$ cat config.mk
export PLATFORM = sky130hd
export DESIGN_NAME = flash_wsm_status
export DESIGN_NICKNAME = d
export VERILOG_FILES = /design/src/rtl/flash_wsm_pkg.sv /design/src/rtl/flash_wsm_timer.sv /design/src/rtl/flash_wsm_flags.sv /design/src/rtl/flash_wsm_ctrl.sv /design/src/rtl/flash_wsm_status.sv
export SDC_FILE = /design/constraint.sdc
export NUM_CORES = 1
export LEC_CHECK = 0
export ABC_AREA = 1
export CORE_ASPECT_RATIO = 1.25
export CORE_UTILIZATION = 35
export CTS_BUF_LIST = sky130_fd_sc_hd__clkbuf_16
export CTS_CLUSTER_SIZE = 20
export DETAILED_ROUTE_END_ITERATION = 10
export DONT_BUFFER_PORTS = 1
export GPL_ROUTABILITY_DRIVEN = 0
export REMOVE_ABC_BUFFERS = 1
export SLEW_MARGIN = 30
export SYNTH_ARGS = -nofsm -noshare
export SYNTH_HDL_FRONTEND = slang
export SYNTH_HIERARCHICAL = 1
export SYNTH_SLANG_ARGS = --single-unit
$ cat constraint.sdc
create_clock -name clk_i -period 4.3 [get_ports clk_i]
set_input_delay 0.43 -clock clk_i [delete_from_list [all_inputs] [get_ports clk_i]]
set_output_delay 0.43 -clock clk_i [all_outputs]
set_load 0.02 [all_outputs]
$ cat src/rtl/flash_wsm_pkg.sv
package flash_wsm_pkg;

  typedef enum logic [3:0] {
    CMD_NOP        = 4'd0,
    CMD_PROGRAM    = 4'd1,
    CMD_ERASE      = 4'd2,
    CMD_ERASE_SUSP = 4'd3,
    CMD_ERASE_RES  = 4'd4,
    CMD_PROG_SUSP  = 4'd5,
    CMD_PROG_RES   = 4'd6,
    CMD_CLEAR      = 4'd7,
    CMD_SEQ_ERR    = 4'd8
  } cmd_e;

  typedef enum logic [2:0] {
    ST_IDLE,
    ST_PROG,
    ST_ERASE,
    ST_PROG_SUSP,
    ST_ERASE_SUSP
  } state_e;

  typedef struct packed {
    logic erase_err;
    logic prog_err;
    logic supply_low;
    logic lock_viol;
  } err_flags_t;

endpackage

$ cat src/rtl/flash_wsm_timer.sv
module flash_wsm_timer #(
  parameter int PROG_CYCLES  = 6,
  parameter int PULSE_CYCLES = 4,
  parameter int MAX_PULSES   = 8
) (
  input  logic clk_i,
  input  logic rst_ni,
  input  logic active_i,
  input  logic load_i,
  input  logic load_erase_i,
  input  logic run_i,
  input  logic reload_i,
  output logic cycle_last_o,
  output logic pulse_last_o
);
  localparam int MaxCyc = (PROG_CYCLES > PULSE_CYCLES) ? PROG_CYCLES : PULSE_CYCLES;
  localparam int CW = $clog2(MaxCyc + 1);
  localparam int PW = $clog2(MAX_PULSES + 1);

  logic [CW-1:0] cnt_q;
  logic [PW-1:0] pulse_q;

  always_ff @(posedge clk_i or negedge rst_ni) begin
    if (!rst_ni) begin
      cnt_q   <= '0;
      pulse_q <= '0;
    end else if (load_i) begin
      cnt_q   <= load_erase_i ? CW'(PULSE_CYCLES) : CW'(PROG_CYCLES);
      pulse_q <= PW'(1);
    end else if (reload_i) begin
      cnt_q   <= CW'(PULSE_CYCLES);
      pulse_q <= pulse_q + PW'(1);
    end else if (run_i) begin
      cnt_q   <= cnt_q - CW'(1);
    end
  end

  assign cycle_last_o = (cnt_q == CW'(1));
  assign pulse_last_o = (pulse_q == PW'(MAX_PULSES));

  // remaining time never runs out while an operation is live
  assert_cnt_live_R3: assert property (@(posedge clk_i) disable iff (!rst_ni)
    active_i |-> cnt_q != '0);

  assert_pulse_bound_R5: assert property (@(posedge clk_i) disable iff (!rst_ni)
    active_i |-> (pulse_q >= PW'(1) && pulse_q <= PW'(MAX_PULSES)));

  assert_no_reload_at_max_R5: assert property (@(posedge clk_i) disable iff (!rst_ni)
    reload_i |-> !pulse_last_o);

endmodule

$ cat src/rtl/flash_wsm_flags.sv
module flash_wsm_flags
  import flash_wsm_pkg::*;
(
  input  logic       clk_i,
  input  logic       rst_ni,
  input  err_flags_t set_i,
  input  logic       clear_i,
  output err_flags_t flags_o
);
  err_flags_t flags_q;

  always_ff @(posedge clk_i or negedge rst_ni) begin
    if (!rst_ni) flags_q <= '0;
    else         flags_q <= (clear_i ? err_flags_t'('0) : flags_q) | set_i;
  end

  assign flags_o = flags_q;

  for (genvar i = 0; i < 4; i++) begin : g_sticky
    assert_flag_sticky_R11: assert property (@(posedge clk_i) disable iff (!rst_ni)
      (flags_q[i] && !clear_i) |=> flags_q[i]);
  end

  assert_clear_empties_R11: assert property (@(posedge clk_i) disable iff (!rst_ni)
    (clear_i && set_i == '0) |=> flags_q == '0);

endmodule

$ cat src/rtl/flash_wsm_ctrl.sv
module flash_wsm_ctrl
  import flash_wsm_pkg::*;
(
  input  logic       clk_i,
  input  logic       rst_ni,
  input  logic       cmd_valid_i,
  input  logic [3:0] cmd_op_i,
  input  logic       lock_hit_i,
  input  logic       supply_ok_i,
  input  logic       verify_pass_i,
  input  logic       cycle_last_i,
  input  logic       pulse_last_i,
  output state_e     state_o,
  output logic       load_o,
  output logic       load_erase_o,
  output logic       run_o,
  output logic       reload_o,
  output err_flags_t set_o,
  output logic       clear_o
);
  state_e state_q, state_d;
  cmd_e   cmd;

  assign cmd = cmd_valid_i ? cmd_e'(cmd_op_i) : CMD_NOP;

  always_comb begin
    state_d      = state_q;
    load_o       = 1'b0;
    load_erase_o = 1'b0;
    run_o        = 1'b0;
    reload_o     = 1'b0;
    set_o        = '0;
    clear_o      = 1'b0;
    unique case (state_q)
      ST_IDLE: begin
        if (cmd == CMD_PROGRAM || cmd == CMD_ERASE) begin
          if (lock_hit_i)        set_o.lock_viol  = 1'b1;
          else if (!supply_ok_i) set_o.supply_low = 1'b1;
          else begin
            load_o       = 1'b1;
            load_erase_o = (cmd == CMD_ERASE);
            state_d      = (cmd == CMD_ERASE) ? ST_ERASE : ST_PROG;
          end
        end else if (cmd == CMD_CLEAR) begin
          clear_o = 1'b1;
        end else if (cmd == CMD_SEQ_ERR) begin
          set_o.erase_err = 1'b1;
          set_o.prog_err  = 1'b1;
        end
      end
      ST_PROG: begin
        // a suspend wins over a finishing cycle
        if (cmd == CMD_PROG_SUSP) state_d = ST_PROG_SUSP;
        else if (cycle_last_i) begin
          state_d = ST_IDLE;
          if (!supply_ok_i)        set_o.supply_low = 1'b1;
          else if (!verify_pass_i) set_o.prog_err   = 1'b1;
        end else run_o = 1'b1;
      end
      ST_ERASE: begin
        if (cmd == CMD_ERASE_SUSP) state_d = ST_ERASE_SUSP;
        else if (cycle_last_i) begin
          if (!supply_ok_i) begin
            set_o.supply_low = 1'b1;
            state_d          = ST_IDLE;
          end else if (verify_pass_i) begin
            state_d = ST_IDLE;
          end else if (pulse_last_i) begin
            set_o.erase_err = 1'b1;
            state_d         = ST_IDLE;
          end else reload_o = 1'b1;
        end else run_o = 1'b1;
      end
      ST_PROG_SUSP: begin
        if (cmd == CMD_PROG_RES)   state_d = ST_PROG;
        else if (cmd == CMD_CLEAR) clear_o = 1'b1;
      end
      ST_ERASE_SUSP: begin
        if (cmd == CMD_ERASE_RES)  state_d = ST_ERASE;
        else if (cmd == CMD_CLEAR) clear_o = 1'b1;
      end
      default: state_d = ST_IDLE;
    endcase
  end

  always_ff @(posedge clk_i or negedge rst_ni) begin
    if (!rst_ni) state_q <= ST_IDLE;
    else         state_q <= state_d;
  end

  assign state_o = state_q;

  assert_erase_susp_hold_R8: assert property (@(posedge clk_i) disable iff (!rst_ni)
    (state_q == ST_ERASE_SUSP && !(cmd_valid_i && cmd_op_i == CMD_ERASE_RES))
    |=> state_q == ST_ERASE_SUSP);

  assert_prog_susp_hold_R9: assert property (@(posedge clk_i) disable iff (!rst_ni)
    (state_q == ST_PROG_SUSP && !(cmd_valid_i && cmd_op_i == CMD_PROG_RES))
    |=> state_q == ST_PROG_SUSP);

  assert_lock_abort_R7: assert property (@(posedge clk_i) disable iff (!rst_ni)
    (state_q == ST_IDLE && cmd_valid_i && lock_hit_i &&
     (cmd_op_i == CMD_PROGRAM || cmd_op_i == CMD_ERASE)) |=> state_q == ST_IDLE);

  assert_supply_abort_R6: assert property (@(posedge clk_i) disable iff (!rst_ni)
    (state_q == ST_IDLE && cmd_valid_i && !supply_ok_i &&
     (cmd_op_i == CMD_PROGRAM || cmd_op_i == CMD_ERASE)) |=> state_q == ST_IDLE);

  assert_busy_ignores_start_R12: assert property (@(posedge clk_i) disable iff (!rst_ni)
    (state_q == ST_PROG && !cycle_last_i && !(cmd_valid_i && cmd_op_i == CMD_PROG_SUSP))
    |=> state_q == ST_PROG);

endmodule

$ cat src/rtl/flash_wsm_status.sv
module flash_wsm_status
  import flash_wsm_pkg::*;
#(
  parameter int NUM_BLOCKS   = 8,
  parameter int PROG_CYCLES  = 6,
  parameter int PULSE_CYCLES = 4,
  parameter int MAX_PULSES   = 8
) (
  input  logic                          clk_i,
  input  logic                          rst_ni,
  input  logic                          cmd_valid_i,
  input  logic [3:0]                    cmd_op_i,
  input  logic [$clog2(NUM_BLOCKS)-1:0] cmd_block_i,
  input  logic [NUM_BLOCKS-1:0]         block_lock_i,
  input  logic                          supply_ok_i,
  input  logic                          verify_pass_i,
  output logic [7:0]                    status_o
);
  state_e     state;
  err_flags_t set, flags;
  logic       load, load_erase, run, reload, clear;
  logic       cycle_last, pulse_last, active;

  flash_wsm_ctrl u_ctrl (
    .clk_i        (clk_i),
    .rst_ni       (rst_ni),
    .cmd_valid_i  (cmd_valid_i),
    .cmd_op_i     (cmd_op_i),
    .lock_hit_i   (block_lock_i[cmd_block_i]),
    .supply_ok_i  (supply_ok_i),
    .verify_pass_i(verify_pass_i),
    .cycle_last_i (cycle_last),
    .pulse_last_i (pulse_last),
    .state_o      (state),
    .load_o       (load),
    .load_erase_o (load_erase),
    .run_o        (run),
    .reload_o     (reload),
    .set_o        (set),
    .clear_o      (clear)
  );

  assign active = (state != ST_IDLE);

  flash_wsm_timer #(
    .PROG_CYCLES (PROG_CYCLES),
    .PULSE_CYCLES(PULSE_CYCLES),
    .MAX_PULSES  (MAX_PULSES)
  ) u_timer (
    .clk_i       (clk_i),
    .rst_ni      (rst_ni),
    .active_i    (active),
    .load_i      (load),
    .load_erase_i(load_erase),
    .run_i       (run),
    .reload_i    (reload),
    .cycle_last_o(cycle_last),
    .pulse_last_o(pulse_last)
  );

  flash_wsm_flags u_flags (
    .clk_i  (clk_i),
    .rst_ni (rst_ni),
    .set_i  (set),
    .clear_i(clear),
    .flags_o(flags)
  );

  assign status_o = {
    !(state == ST_PROG || state == ST_ERASE),
    state == ST_ERASE_SUSP,
    flags.erase_err,
    flags.prog_err,
    flags.supply_low,
    state == ST_PROG_SUSP,
    flags.lock_viol,
    1'b0
  };

  assert_bit0_zero_R2: assert property (@(posedge clk_i) disable iff (!rst_ni)
    status_o[0] == 1'b0);

  assert_seq_err_code_R10: assert property (@(posedge clk_i) disable iff (!rst_ni)
    (status_o[7] && !status_o[6] && !status_o[2] && cmd_valid_i && cmd_op_i == CMD_SEQ_ERR)
    |=> (status_o[7] && status_o[5] && status_o[4]));

  assert_susp_ready_R8: assert property (@(posedge clk_i) disable iff (!rst_ni)
    (status_o[6] || status_o[2]) |-> status_o[7]);

endmodule

## After elaboration in Yosys (flattened, before gate mapping)

Index checks and enable logic that the tools add are counted.

- Add/sub/neg operators: 2
- Order comparisons: 1
- Eq/ne operators: 22
- Mux-type cells: 69
- Bitwise gates (word level): 1
- Reduce and logical (&&, ||, !) cells: 7

Operator list:

| cell | number |
|---|---|
| $mux 3 | 15 |
| $mux 1 | 35 |
| $eq 4x3->1 const B | 4 |
| $mux 2 | 8 |
| $mux 4 | 4 |
| $pmux 3 s5 | 1 |
| $eq 4x2->1 const B | 2 |
| $eq 4x4->1 const B | 2 |
| $reduce_and 8->1 | 1 |
| $eq 3x1->1 const B | 2 |
| $eq 3x2->1 const B | 2 |
| $ne 2x1->1 const B | 3 |
| $ne 3x2->1 const B | 2 |
| $pmux 1 s2 | 3 |
| $pmux 1 s3 | 2 |
| $ne 5x4->1 const B | 1 |
| $add 4x1->4 const B | 1 |
| $eq 4x1->1 const B | 1 |
| $lt 3x4->1 const B | 1 |
| $ne 2x2->1 const B | 2 |
| $or 4x4->4 | 1 |
| $bmux 1 s3 | 1 |
| $eq 3x3->1 const B | 1 |
| $logic_not 3->1 | 1 |
| other kinds (5) | 6 |

- Flip-flop bits (word level): 14
- Input bits: 20
- Output and inout port bits: 8
- Logic and storage cells: 109

## Longest topological paths before layout

Gate-level depths: netlist of run 1.

- Word-level depth: 9
- Mapped depth: 14
- Depth with buffers taken out: 14

## Hierarchy

The synthesis of run 1 kept the hierarchy.

By module, submodules not included:

| module | times used | cells an instance | area each (µm²) |
|---|---|---|---|
| flash_wsm_ctrl | 1 | 91 | 475.5 |
| flash_wsm_timer | 1 | 49 | 390.4 |
| flash_wsm_status | 1 | 38 | 152.6 |
| flash_wsm_flags | 1 | 17 | 148.9 |

## Worst setup path after synthesis of run 1

No wires, ideal clock.

- Path type: reg-to-reg
- From: reg u_timer.pulse_q[0]
- To: reg u_timer.cnt_q[1]
- Setup time: 113 ps
- Arrival time: 1529 ps
- Required time: 4187 ps
- Setup slack: 2658 ps
- Stages on the path, launching flop included: 15
- Path buffers: 0
- Period minus slack after synthesis: 1642 ps
- Cells stage by stage: dfrtp_1 inv_1 ha_1 nand2_1 nor2_1 inv_1 nand3_1 nor2_1 nand2_1 nor2_1 nor2_2 nand2_1 o21ai_1 nand2_1 inv_1

- Cells in the longest elaborated chain, start to end: 9
- Elaborated cells between the ends (all ways): 10

RTL lines:

| item | RTL line | text |
|---|---|---|
| start: declaration | flash_wsm_timer.sv:21 | `logic [PW-1:0] pulse_q;` |
| start signal: assignment | flash_wsm_timer.sv:32 | `pulse_q <= pulse_q + PW'(1);` |
| $eq 4x4->1 * | flash_wsm_timer.sv:39 | `assign pulse_last_o = (pulse_q == PW'(MAX_PULSES));` |
| net pulse_last | flash_wsm_status.sv:22 | `logic cycle_last, pulse_last, active;` |
| $mux 1 * | flash_wsm_ctrl.sv:68 | `end else if (pulse_last_i) begin` |
| $mux 1 * | flash_wsm_ctrl.sv:66 | `end else if (verify_pass_i) begin` |
| $mux 1 * | flash_wsm_ctrl.sv:63 | `if (!supply_ok_i) begin` |
| $mux 1 * | flash_wsm_ctrl.sv:62 | `else if (cycle_last_i) begin` |
| $mux 1 * | flash_wsm_ctrl.sv:61 | `if (cmd == CMD_ERASE_SUSP) state_d = ST_ERASE_SUSP;` |
| $mux 1 * | flash_wsm_ctrl.sv:34 | `unique case (state_q)` |
| net reload | flash_wsm_status.sv:21 | `logic load, load_erase, run, reload, clear;` |
| $mux 3 | flash_wsm_timer.sv:30 | `end else if (reload_i) begin` |
| $mux 3 | flash_wsm_timer.sv:27 | `end else if (load_i) begin` |
| end signal: assignment | flash_wsm_timer.sv:28 | `cnt_q <= load_erase_i ? CW'(PULSE_CYCLES) : CW'(PROG_CYCLES);` |
| end signal: assignment | flash_wsm_timer.sv:31 | `cnt_q <= CW'(PULSE_CYCLES);` |
| end signal: assignment | flash_wsm_timer.sv:34 | `cnt_q <= cnt_q - CW'(1);` |
| end: declaration | flash_wsm_timer.sv:20 | `logic [CW-1:0] cnt_q;` |

The timed path passes the listed nets; every way through them passes the cells marked *.
A chain may end at the register's enable or synchronous reset.

## Worst setup path after layout of run 1

Same ends and word-level chain as after synthesis.

==> impl_metrics.ini, run 1 <==
[status]
status = finished, final reports clean

[clocking]
cts_buffers = 3
cts_resized = 0
clock_latency_ps = 240
cts_tree = done
cts_buffer_depth = 2
cts_setup_buffers = 0
path_clk_slew_ps = 40
root_buffer = clkbuf_16
cts_sinks = 14
htreeDepth = 1

[setup_path]
worstSetupEndpointType = flop
critical-path-slowest-cell = nor2_1
r2r_end = u_timer/cnt_q[1]
worstPathRequired_ps = 4440
rrSetupSlack_ps = 2410
critPathMaxFanout = 7
cpPeakStageDelay_ps = 380
path_class = flop to flop
cpMostUsedCell = nand2_1
crit_arrival_ps = 2020
startpoint = u_timer/pulse_q[0]
cp-start-kind = flop
reg2regPathDepth = 14
cp_cell_sequence = inv_1 -> ha_1 -> nand2_1 -> nor2_1 -> inv_1 -> nand3_1 -> nor2_1 -> nand2_1 -> nor2_1 -> nor2_2 -> nand2_1 -> o21ai_1 -> nand2_1 -> inv_1
reg2reg_from = u_timer/pulse_q[0]
endpoint = u_timer/cnt_q[1]

[timing]
fin_crit_ps = 1890
rsz0062_at_grt = no
finalHoldViolCount = 0
period_share = 0.438
clock_skew_ps = 1.77
setup_ws_ps = 2410
fmaxAchievable_mhz = 530
slew_headroom = 0.575
setup_viol = 0
worst_slew_pin_slew_ps = 636
fin_setup_tns_ps = 0
finalMaxSlewViolations = 0

[route]
wl_um = 2280
wl_per_cell_um = 9.69
drt_iter0_markers = 39
postRouteAntennaNets = 0
avgViaCountPerCell = 4.67
num_vias = 1097
drc_errors = 0
dr.pass1.iters = 4

[min_path]
hold_path.class = primary input to flop

[power_and_ir_drop]
ir_worst_vdd_uv = 292
powerDensity_nw_per_um2 = 568
p_leak_nw = 0.715

[logic_synthesis]
syn_area_per_cell_um2 = 6.00
yosys_warnings = 6
syn_inst = 194
syn-cell-area_um2 = 1160

[layout]
num-nets-final = 223
layout.cells.most_common = nand2_1
antenna_cells = 0
drive_above_1_share = 0.0909
fillers = 341
area_growth_pct = 11.0
layout_common_cells = nand2_1, inv_1, nand3_1, nor2_1, dfrtp_1

[placement]
hpwl_um = 1880
post-place-ws_ps = 2450
io_buffers = 0

[global_route]
antenna_found_initial = 0
grt_max_degree = 15
grt_pass1_vias = 935
grt_pass1_wl_um = 3820
overflow = 0
grtUsageTotal = 0.147

[floorplanning]
fp.dieH_um = 66.5
rows = 23
core-area_um2 = 3190
ioPinCount = 28
die-area_um2 = 3560
initial_utilization = 0.364
die-width_um = 53.6

[run]
timing.max_cap.violations = 0
## how the worst min path moves through the flow
stage,startpoint,endpoint,slack (ps),cells after the start
floorplan,rst_ni,u_ctrl/state_o[0],130,0
global placement,rst_ni,u_timer/cnt_q[2],130,0
detailed placement,rst_ni,u_timer/pulse_q[2],130,0
CTS,supply_ok_i,u_flags/flags_o[3],460,4
global route,supply_ok_i,u_flags/flags_o[3],500,4
finish,supply_ok_i,u_flags/flags_o[3],450,4
## sequential cells by signal (all words and copies together), names as in the netlist
register         cells
u_ctrl/state_o       3
u_flags/flags_o      4
u_timer/pulse_q      4
u_timer/cnt_q        3
## critical path: cells and delay by family (launching register included)
kind                     cells  cell delay (ps)
AO/OA/AOI/OAI                1               60
flip-flops                   1              340
adder cells (fa/ha/maj)      1              200
buffers and inverters        3              180
AND/OR/NAND/NOR              9             1010
## area by class of cell
cell class | count | area (um2) | area share
multi-input combinational | 140 | 659 | 0.511
clock buffer | 3 | 75.1 | 0.0581
timing repair buffer | 1 | 10.0 | 0.00775
tap | 37 | 46.3 | 0.0359
clock inverter | 1 | 3.75 | 0.00291
sequential | 14 | 350 | 0.271
inverter | 39 | 146 | 0.113
## per-stage QoR
step | instance area (um2) | hold WS (ps) | utilization | power, W | cells
floorplan | 1160 | 134 | - | 0.000501 | 193
global placement | 1200 | 135 | 0.376 | 0.000560 | 230
detailed placement | 1200 | 135 | 0.376 | 0.000557 | 230
global route | 1290 | 502 | 0.404 | 0.000801 | 235
finish | 1290 | 454 | 0.404 | 0.000734 | 235
CTS | 1290 | 456 | 0.404 | 0.000741 | 235
## what timing repair did
action,CTS,global route
setup endpoints to repair,0,0
hold buffers,1,0
hold endpoints to repair,14,0
## report_power, final
part,internal (W),switching [W]
logic,0.000108,0.000209
clock network,0.000123,0.0000531
registers,0.000184,0.0000572
## routing by layer
layer | up-vias | global-route usage | wire [um]
met5 | - | 0 | 0
met4 | 0 | 0.0921 | 30
met3 | 3 | 0.0251 | 121
met2 | 38 | 0.206 | 976
met1 | 454 | 0.202 | 1150
li1 | 602 | - | -
(Power assumes the default switching activity.)
==> inputs of run 2 (changes only) <==
==> constraint.sdc (replaced) <==
create_clock -name clk_i -period 2 [get_ports clk_i]
set_input_delay 0.2 -clock clk_i [delete_from_list [all_inputs] [get_ports clk_i]]
set_output_delay 0.2 -clock clk_i [all_outputs]
set_load 0.02 [all_outputs]
==> run 2 against run 1 <==
Against the previous run:
- power increased by 120%
- non-clock buffer count increased by 2
- utilization increased by 0.47 points
- sequential power increased by 120%
- global-route usage increased by 0.34 points
- critical path depth decreased by 1
- critical path type unchanged
- via count increased by 2.1%
- sequential cell count unchanged
==> impl_metrics.ini, run 2 (synthesis results as in run 1) <==
[setup_path]
cp-start-kind = flop
crit_arrival_ps = 1830
worstPathRequired_ps = 2130
path_class = flop to flop
critPathMaxFanout = 5
worstSetupEndpointType = flop
rrSetupSlack_ps = 300

[power_and_ir_drop]
switching_share = 0.431
power_frac_comb = 0.442
ir_worst_vdd_uv = 825
p_int_w = 0.000909
pwr-share-seq = 0.326
clockPowerShare = 0.232
powerDensity_nw_per_um2 = 1220
p_total_w = 0.00160
p_leak_nw = 0.725
p_switching_w = 0.000690

[route]
wl_per_cell_um = 9.73
avgViaCountPerCell = 4.73
drt_iter0_markers = 15
wl_um = 2310
num_vias = 1120
drc_errors = 0
postRouteAntennaNets = 0
dr.pass1.iters = 4

[floorplanning]
rows = 23
core-area_um2 = 3190
die-width_um = 53.6
fp.dieH_um = 66.5
initial_utilization = 0.364
die-area_um2 = 3560
ioPinCount = 28

[timing]
clock_skew_ps = 0.895
fin_crit_ps = 1700
worst_slew_pin_slew_ps = 634
setup_viol = 0
fmaxAchievable_mhz = 589
rsz0062_at_grt = no
finalHoldViolCount = 0
finalMaxSlewViolations = 0
slew_headroom = 0.576
period_share = 0.850
fin_setup_tns_ps = 0

[placement]
io_buffers = 0
hpwl_um = 1920

[clocking]
cts_buffer_depth = 2
path_clk_slew_ps = 40
htreeDepth = 1
root_buffer = clkbuf_16
clock_latency_ps = 240
cts_tree = done
cts_sinks = 14
cts_setup_buffers = 0
cts_buffers = 3

[layout]
num-nets-final = 225
fillers = 363
antenna_cells = 0
drive_above_1_share = 0.100
layout.cells.most_common = nand2_1
layout_common_cells = nand2_1, inv_1, nand3_1, nor2_1, dfrtp_1
area_growth_pct = 12.3

[global_route]
antenna_found_initial = 0
grt_pass1_vias = 978
overflow = 0
grt_pass1_wl_um = 3930
grt_max_degree = 15
grtUsageTotal = 0.150

[status]
status = finished, final reports clean

[run]
timing.max_cap.violations = 0

[min_path]
hold_path.class = primary input to flop
-- run 2: cell type report --
| class | instances | area (um2) | share of cell area |
|---|---|---|---|
| clock inverters | 1 | 3.75 | 0.00287 |
| inverters | 39 | 146 | 0.112 |
| clock buffers | 3 | 75.1 | 0.0575 |
| well taps | 37 | 46.3 | 0.0354 |
| flip-flops and latches | 14 | 350 | 0.268 |
| multi-input cells | 140 | 659 | 0.505 |
| repair buffers | 3 | 25.0 | 0.0192 |
-- run 2: repair_timing --
action | 4_1_cts | 5_1_grt
hold endpoints to repair | 14 | 0
gates resized for setup | 0 | 0
hold buffers | 1 | 0
endpoints found under the setup margin | 0 | 0
-- run 2: worst paths after layout --
kind,from,to,cells after the start
hold / removal,supply_ok_i,u_flags/flags_o[3],4
hold reg to reg,u_timer/cnt_q[2],u_timer/cnt_q[2],1
setup / recovery,u_timer/pulse_q[0],u_timer/pulse_q[2],13
min in group asynchronous,rst_ni,u_timer/cnt_q[1],1
max in group asynchronous,rst_ni,u_ctrl/state_o[0],1
setup reg to reg,u_timer/pulse_q[0],u_timer/pulse_q[2],13
-- run 2: through the flow --
stage / instance area [um2] / setup slack, ps / util / hold slack, ps / instances
after global routing: 1310 / 128 / 0.409 / 247 / 237
after floorplan: 1160 / 358 / - / -95.6 / 193
after CTS: 1310 / 282 / 0.409 / 236 / 237
after detailed placement: 1220 / 291 / 0.381 / -95.3 / 232
after global placement: 1220 / 331 / 0.381 / -95.4 / 232
final: 1310 / 301 / 0.409 / 245 / 237
-- run 2: critical path: stages (launching register included) --
cell and delay, ps:
dfrtp_1 350, inv_1 80, ha_1 190, nand2_1 60
nor2_1 40, inv_1 60, nand3_1 70, nor2_1 80
nand2_1 80, nor2_1 230, buf_4 180, nand3_1 60
nand2_1 60, nor2_1 30
-- run 2: power groups by stage --
stage	logic, W	clock network (W)	registers, W
after floorplan	0.000572	0	0.000505
after global placement	0.000702	0	0.000524
after global routing	0.000834	0.000396	0.000541
final	0.000707	0.000371	0.000521
after CTS	0.000711	0.000384	0.000522
after detailed placement	0.000700	0	0.000527
-- run 2: metal layers --
metal | routed length, um | track usage | up-vias | share of wire
met5 | 0 | 0 | - | 0
met4 | 38 | 0.0789 | 0 | 0.016
met3 | 90 | 0.0205 | 4 | 0.039
met2 | 1080 | 0.230 | 29 | 0.47
met1 | 1100 | 0.200 | 483 | 0.48
li1 | - | - | 604 | -
